==> config.mk <==
export PLATFORM = sky130hd
export DESIGN_NAME = sclk_rate_gen
export DESIGN_NICKNAME = d
export VERILOG_FILES = /design/src/rtl/sclk_gen_pkg.sv /design/src/rtl/sclk_cfg_regs.sv /design/src/rtl/sclk_prescaler.sv /design/src/rtl/sclk_postdiv.sv /design/src/rtl/sclk_rate_gen.sv
export SDC_FILE = /design/constraint.sdc
export NUM_CORES = 1
export LEC_CHECK = 0
export ABC_AREA = 1
export BUFFER_PORTS_ARGS = -buffer_cell sky130_fd_sc_hd__buf_2
export CORE_MARGIN = 4
export CORE_UTILIZATION = 55
export DETAILED_ROUTE_END_ITERATION = 7
export GPL_TIMING_DRIVEN = 0
export PLACE_DENSITY = 0.78
export SLEW_MARGIN = 30
export SYNTH_ARGS = -nofsm -noshare
export SYNTH_HDL_FRONTEND = slang
export SYNTH_SLANG_ARGS = --single-unit
export TNS_END_PERCENT = 30
==> constraint.sdc <==
create_clock -name clk_i -period 3.3 [get_ports clk_i]
set_clock_uncertainty 0.2 [all_clocks]
set_input_delay 0.495 -clock clk_i [delete_from_list [all_inputs] [get_ports clk_i]]
set_output_delay 0.495 -clock clk_i [all_outputs]
set_load 0.1 [all_outputs]
==> src/rtl/sclk_gen_pkg.sv <==
package sclk_gen_pkg;
  localparam int unsigned CFG_W = 8;
  typedef enum logic {
    SEL_PSC  = 1'b0,
    SEL_RATE = 1'b1
  } cfg_sel_e;
endpackage

==> src/rtl/sclk_cfg_regs.sv <==
module sclk_cfg_regs #(
  parameter int unsigned W = 8,
  localparam int unsigned HW = W - 1
) (
  input  logic          clk_i,
  input  logic          rst_ni,
  input  logic          en_i,
  input  logic          we_i,
  input  logic          sel_i,
  input  logic [W-1:0]  wdata_i,
  output logic [HW-1:0] half_div_o,
  output logic [W-1:0]  rate_o,
  output logic [W-1:0]  psc_rd_o
);
  import sclk_gen_pkg::*;

  logic [HW-1:0] psc_hi_q, psc_hi_d;
  logic [W-1:0]  rate_q, rate_d;
  logic          wr_ok;

  assign wr_ok = we_i && !en_i;

  always_comb begin
    psc_hi_d = psc_hi_q;
    rate_d   = rate_q;
    if (wr_ok) begin
      if (cfg_sel_e'(sel_i) == SEL_PSC) psc_hi_d = wdata_i[W-1:1];
      else                              rate_d   = wdata_i;
    end
  end

  always_ff @(posedge clk_i or negedge rst_ni) begin
    if (!rst_ni) begin
      psc_hi_q <= '0;
      rate_q   <= '0;
    end else if (wr_ok) begin
      psc_hi_q <= psc_hi_d;
      rate_q   <= rate_d;
    end
  end

  // the stored upper bits are prescale/2; a stored zero acts as prescale 2
  assign half_div_o = (psc_hi_q == '0) ? HW'(1) : psc_hi_q;
  assign rate_o     = rate_q;
  assign psc_rd_o   = {psc_hi_q, 1'b0};

  // settings stay frozen while the port runs
  a_r3_cfg_frozen: assert property (@(posedge clk_i) disable iff (!rst_ni)
    en_i |=> ($stable(psc_rd_o) && $stable(rate_o)));
endmodule

==> src/rtl/sclk_prescaler.sv <==
module sclk_prescaler #(
  parameter int unsigned W = 8,
  localparam int unsigned HW = W - 1
) (
  input  logic          clk_i,
  input  logic          rst_ni,
  input  logic          en_i,
  input  logic [HW-1:0] half_div_i,
  output logic          tick_o
);
  logic [HW-1:0] cnt_q, cnt_d;
  logic          wrap;

  assign wrap   = (cnt_q == half_div_i - HW'(1));
  assign tick_o = en_i && wrap;

  always_comb begin
    if (!en_i || wrap) cnt_d = '0;
    else               cnt_d = cnt_q + HW'(1);
  end

  always_ff @(posedge clk_i or negedge rst_ni) begin
    if (!rst_ni) cnt_q <= '0;
    else         cnt_q <= cnt_d;
  end

  // the prescale count never passes its divisor
  a_r5_psc_bound: assert property (@(posedge clk_i) disable iff (!rst_ni)
    en_i |-> (cnt_q < half_div_i));
  // a disabled cycle leaves the counter cleared
  a_r9_psc_clear: assert property (@(posedge clk_i) disable iff (!rst_ni)
    !en_i |=> (cnt_q == '0));
endmodule

==> src/rtl/sclk_postdiv.sv <==
module sclk_postdiv #(
  parameter int unsigned W = 8
) (
  input  logic         clk_i,
  input  logic         rst_ni,
  input  logic         en_i,
  input  logic         tick_i,
  input  logic [W-1:0] rate_i,
  output logic         toggle_o
);
  logic [W-1:0] cnt_q, cnt_d;
  logic         last;

  assign last     = (cnt_q == rate_i);
  assign toggle_o = tick_i && last;

  always_comb begin
    cnt_d = cnt_q;
    if (!en_i)       cnt_d = '0;
    else if (tick_i) cnt_d = last ? '0 : cnt_q + W'(1);
  end

  always_ff @(posedge clk_i or negedge rst_ni) begin
    if (!rst_ni) cnt_q <= '0;
    else         cnt_q <= cnt_d;
  end

  // the rate count stays within 0..rate
  a_r5_rate_bound: assert property (@(posedge clk_i) disable iff (!rst_ni)
    en_i |-> (cnt_q <= rate_i));
endmodule

==> src/rtl/sclk_rate_gen.sv <==
module sclk_rate_gen #(
  parameter int unsigned W = sclk_gen_pkg::CFG_W,
  localparam int unsigned HW = W - 1
) (
  input  logic         clk_i,
  input  logic         rst_ni,
  input  logic         en_i,
  input  logic         cpol_i,
  input  logic         cfg_we_i,
  input  logic         cfg_sel_i,
  input  logic [W-1:0] cfg_wdata_i,
  output logic [W-1:0] psc_rd_o,
  output logic [W-1:0] rate_rd_o,
  output logic         sclk_o,
  output logic         rise_o,
  output logic         fall_o
);
  logic [HW-1:0] half_div;
  logic [W-1:0]  rate;
  logic          tick, toggle;
  logic          sclk_q, sclk_d, rise_q, rise_d, fall_q, fall_d;

  sclk_cfg_regs #(.W(W)) i_cfg (
    .clk_i(clk_i), .rst_ni(rst_ni), .en_i(en_i), .we_i(cfg_we_i),
    .sel_i(cfg_sel_i), .wdata_i(cfg_wdata_i), .half_div_o(half_div),
    .rate_o(rate), .psc_rd_o(psc_rd_o)
  );

  sclk_prescaler #(.W(W)) i_psc (
    .clk_i(clk_i), .rst_ni(rst_ni), .en_i(en_i),
    .half_div_i(half_div), .tick_o(tick)
  );

  sclk_postdiv #(.W(W)) i_post (
    .clk_i(clk_i), .rst_ni(rst_ni), .en_i(en_i), .tick_i(tick),
    .rate_i(rate), .toggle_o(toggle)
  );

  always_comb begin
    if (en_i) begin
      sclk_d = sclk_q ^ toggle;
      rise_d = toggle && !sclk_q;
      fall_d = toggle && sclk_q;
    end else begin
      sclk_d = cpol_i;
      rise_d = 1'b0;
      fall_d = 1'b0;
    end
  end

  always_ff @(posedge clk_i or negedge rst_ni) begin
    if (!rst_ni) begin
      sclk_q <= 1'b0;
      rise_q <= 1'b0;
      fall_q <= 1'b0;
    end else begin
      sclk_q <= sclk_d;
      rise_q <= rise_d;
      fall_q <= fall_d;
    end
  end

  assign sclk_o    = sclk_q;
  assign rise_o    = rise_q;
  assign fall_o    = fall_q;
  assign rate_rd_o = rate;

  // strobes match the level change they announce
  a_r8_rise_level: assert property (@(posedge clk_i) disable iff (!rst_ni)
    rise_o |-> (sclk_o && !$past(sclk_o)));
  a_r8_fall_level: assert property (@(posedge clk_i) disable iff (!rst_ni)
    fall_o |-> (!sclk_o && $past(sclk_o)));
  a_r8_strobe_excl: assert property (@(posedge clk_i) disable iff (!rst_ni)
    !(rise_o && fall_o));
  // disabled port parks the clock at the polarity level
  a_r4_idle_level: assert property (@(posedge clk_i) disable iff (!rst_ni)
    !en_i |=> ((sclk_o == $past(cpol_i)) && !rise_o && !fall_o));
endmodule

==> reports/qor.yml <==
place_congestion: 0.829
max-slew-margin-rel_pct: 50.6
cts_setup_buffers: 0
ctsHoldBuffers: 0
synth_area_per_cell_um2: 8.12
cts_resized: 0
h-tree-depth: 2
critPathMaxStageDelay_ps: 460
worstPathCellList: "nor2_4, nand3_4, nand2_2, inv_1, ha_1, xor2_1, nand3_2, nor2_4, nand4_4, nor3_2, ha_1, o21ai_0"
netlist_area_um2: 2020
worst_ep_required_time_ps: 3310
dieArea_um2: 4710
first_global_vias: 1533
grt_max_degree: 34
reg2reg_slack_ps: 510
ys.flop_type: "dfrtp_1"
layout_setup_ws_ps: 508
track_usage_pct: 19.9
drt-pass1-iter-count: 5
fin_area_um2: 2350
rsz0062_at_grt: "false"
clock_latency_ps: 280
cp_slowest_cell: "dfrtp_1"
wirelength_um: 4100
final_max_slew_viol_count: 0
antenna_found_initial: 0
rows: 21
cts_tree: "built"
critical_path_class: "reg2reg"
hpwl_um: 3030
cts_max_path_buffers: 2
wl_per_cell_um: 12.3
ys_warn_count: 0
avgViaCountPerCell: 4.96
fin_crit_sh_pct: 84.6
drc: 0
yosysSeqAreaShare_pct: 40.8
coreArea_um2: 3440
postPlaceCellArea_um2: 2230
status: "completed"
cts_buffers: 5
tightestPinTransition_ps: 741
start_kind: "flop"
ir_drop_uv: 607
ys_async_sr_fraction_pct: 100
fin_tns_setup_ps: 0
synth_area_leaders: "dfrtp_1, nand2_1, xor2_1, inv_1, nand3_1"
end_kind: "flop"
clk_pin_slew_ps: 70
vias: 1656
grt_pass1_wl_um: 7030
synth-seq-cells: 33
insertedDiodeCount: 0
p_leak_nw: 1.26
syn_inst: 249
io_pins: 33
fillers: 288
start_util_pct: 58.7
p_per_area_nw_per_um2: 600
io_buffers: 31
cts.sinks: 33
syn_to_final_growth_pct: 16.3
synth_nets: 268
final_antenna_net_count: 0
worstHoldPathType: "in2async"
overflow: 0
drive_gt1_share_pct: 24.3
max_freq_mhz: 358
dp_slack_ps: 567
ys_types: 29
synth_commonest_cells: "nand2_1, dfrtp_1, inv_1, nand3_1, xor2_1"
synth_top_area_share_pct: 40.8
maxCapViolations: 0
setup_viol: 0
drtIter0Drc: 54
die_h_um: 68.6
path_max_fanout: 10
synth_edf_count: 0
dieWidth_um: 68.6
root_buffer: "clkbuf_8"
yosys.area.top_type: "dfrtp_1"
min_period_ps: 2790
yosysMostFrequentCell: "nand2_1"
arrival_ps: 2800
fin_nets: 306
hold_viol: 0
worst max-delay path: cells and delay by family, from the launching register on:
family	cells	cell delay, ps
DFF	1	460
and+or+nand+nor	7	1100
xor gates and xnor gates	1	210
buffers and inverters	1	40
AOI/OAI and AO/OA	1	150
adders and majority gates	2	560
per-stage QoR:
step / cells / util, % / hold WS [ps] / power, mW
5_1_grt: 334 / 68.3 / 131 / 1.48
3_5_place_dp: 326 / 64.9 / 310 / 1.03
6_report: 334 / 68.3 / 73.1 / 1.41
3_3_place_gp: 326 / 64.9 / 310 / 1.02
4_1_cts: 334 / 68.3 / 96.5 / 1.42
2_1_floorplan: 249 / - / -0.591 / 0.929
cell usage in the layout, fill, tap and decap left out, drive strengths merged, types with 3 or more instances in the layout:
cell type   n
nand2      63
inv        34
dfrtp      33
buf        33
nor2       30
nand3      22
xor2       18
o21ai      15
clkbuf     12
nand4      11
ha          5
xnor2       4
nor3        3
layer usage:
layer	routed length, um	track usage, %	vias up
met5	0	0	-
met4	49	6.45	0
met3	184	4.05	5
met2	1900	32.3	37
met1	1960	26.4	762
li1	-	-	852
sequential cells by signal, summed over array words and instances (netlist names):
| register | flops |
|---|---|
| sclk_o | 1 |
| i_psc.cnt_q | 7 |
| i_cfg.rate_o | 8 |
| i_post.cnt_q | 8 |
| i_cfg.psc_hi_q | 7 |
| rise_o | 1 |
| fall_o | 1 |
final cells by class:
cell class / instances / area [um^2] / share of cell area (%)
multi-input cells: 175 / 1040 / 44.1
flip-flops and latches: 33 / 826 / 35.1
repair buffers: 31 / 155 / 6.60
inverters: 34 / 128 / 5.43
clock buffers: 7 / 86.3 / 3.67
well taps: 46 / 57.6 / 2.45
plain buffers: 7 / 32.5 / 1.38
clock inverters: 1 / 30.0 / 1.28
cells by family (layout without fill, tap and decap cells):
logic type	count (synthesis)	count (layout)	share of synthesized area, %
multiplexers	1	1	0.557
other	1	1	0.185
buffers and inverters	41	80	7.92
AO/OA/AOI/OAI	16	16	4.15
flip-flops	33	33	40.8
AND/OR/NAND/NOR	130	130	33.7
adder cells (fa/ha/maj)	5	5	3.09
XOR/XNOR	22	22	9.53
power by group:
group	switching, mW	internal [mW]
clock network	0.145	0.246
registers	0.0498	0.440
logic	0.415	0.115
total	0.610	0.801
worst paths after layout:
kind,from,to,cells after the start
min,rst_ni,i_psc.cnt_q[2],1
max in group asynchronous,rst_ni,i_psc.cnt_q[6],1
max,i_cfg.psc_hi_q[3],sclk_o,12
min in group clk_i,cpol_i,sclk_o,3
min reg2reg,i_psc.cnt_q[0],i_psc.cnt_q[0],1
max reg2reg,i_cfg.psc_hi_q[3],sclk_o,12
No activity file was read; power rests on OpenSTA's default activity.
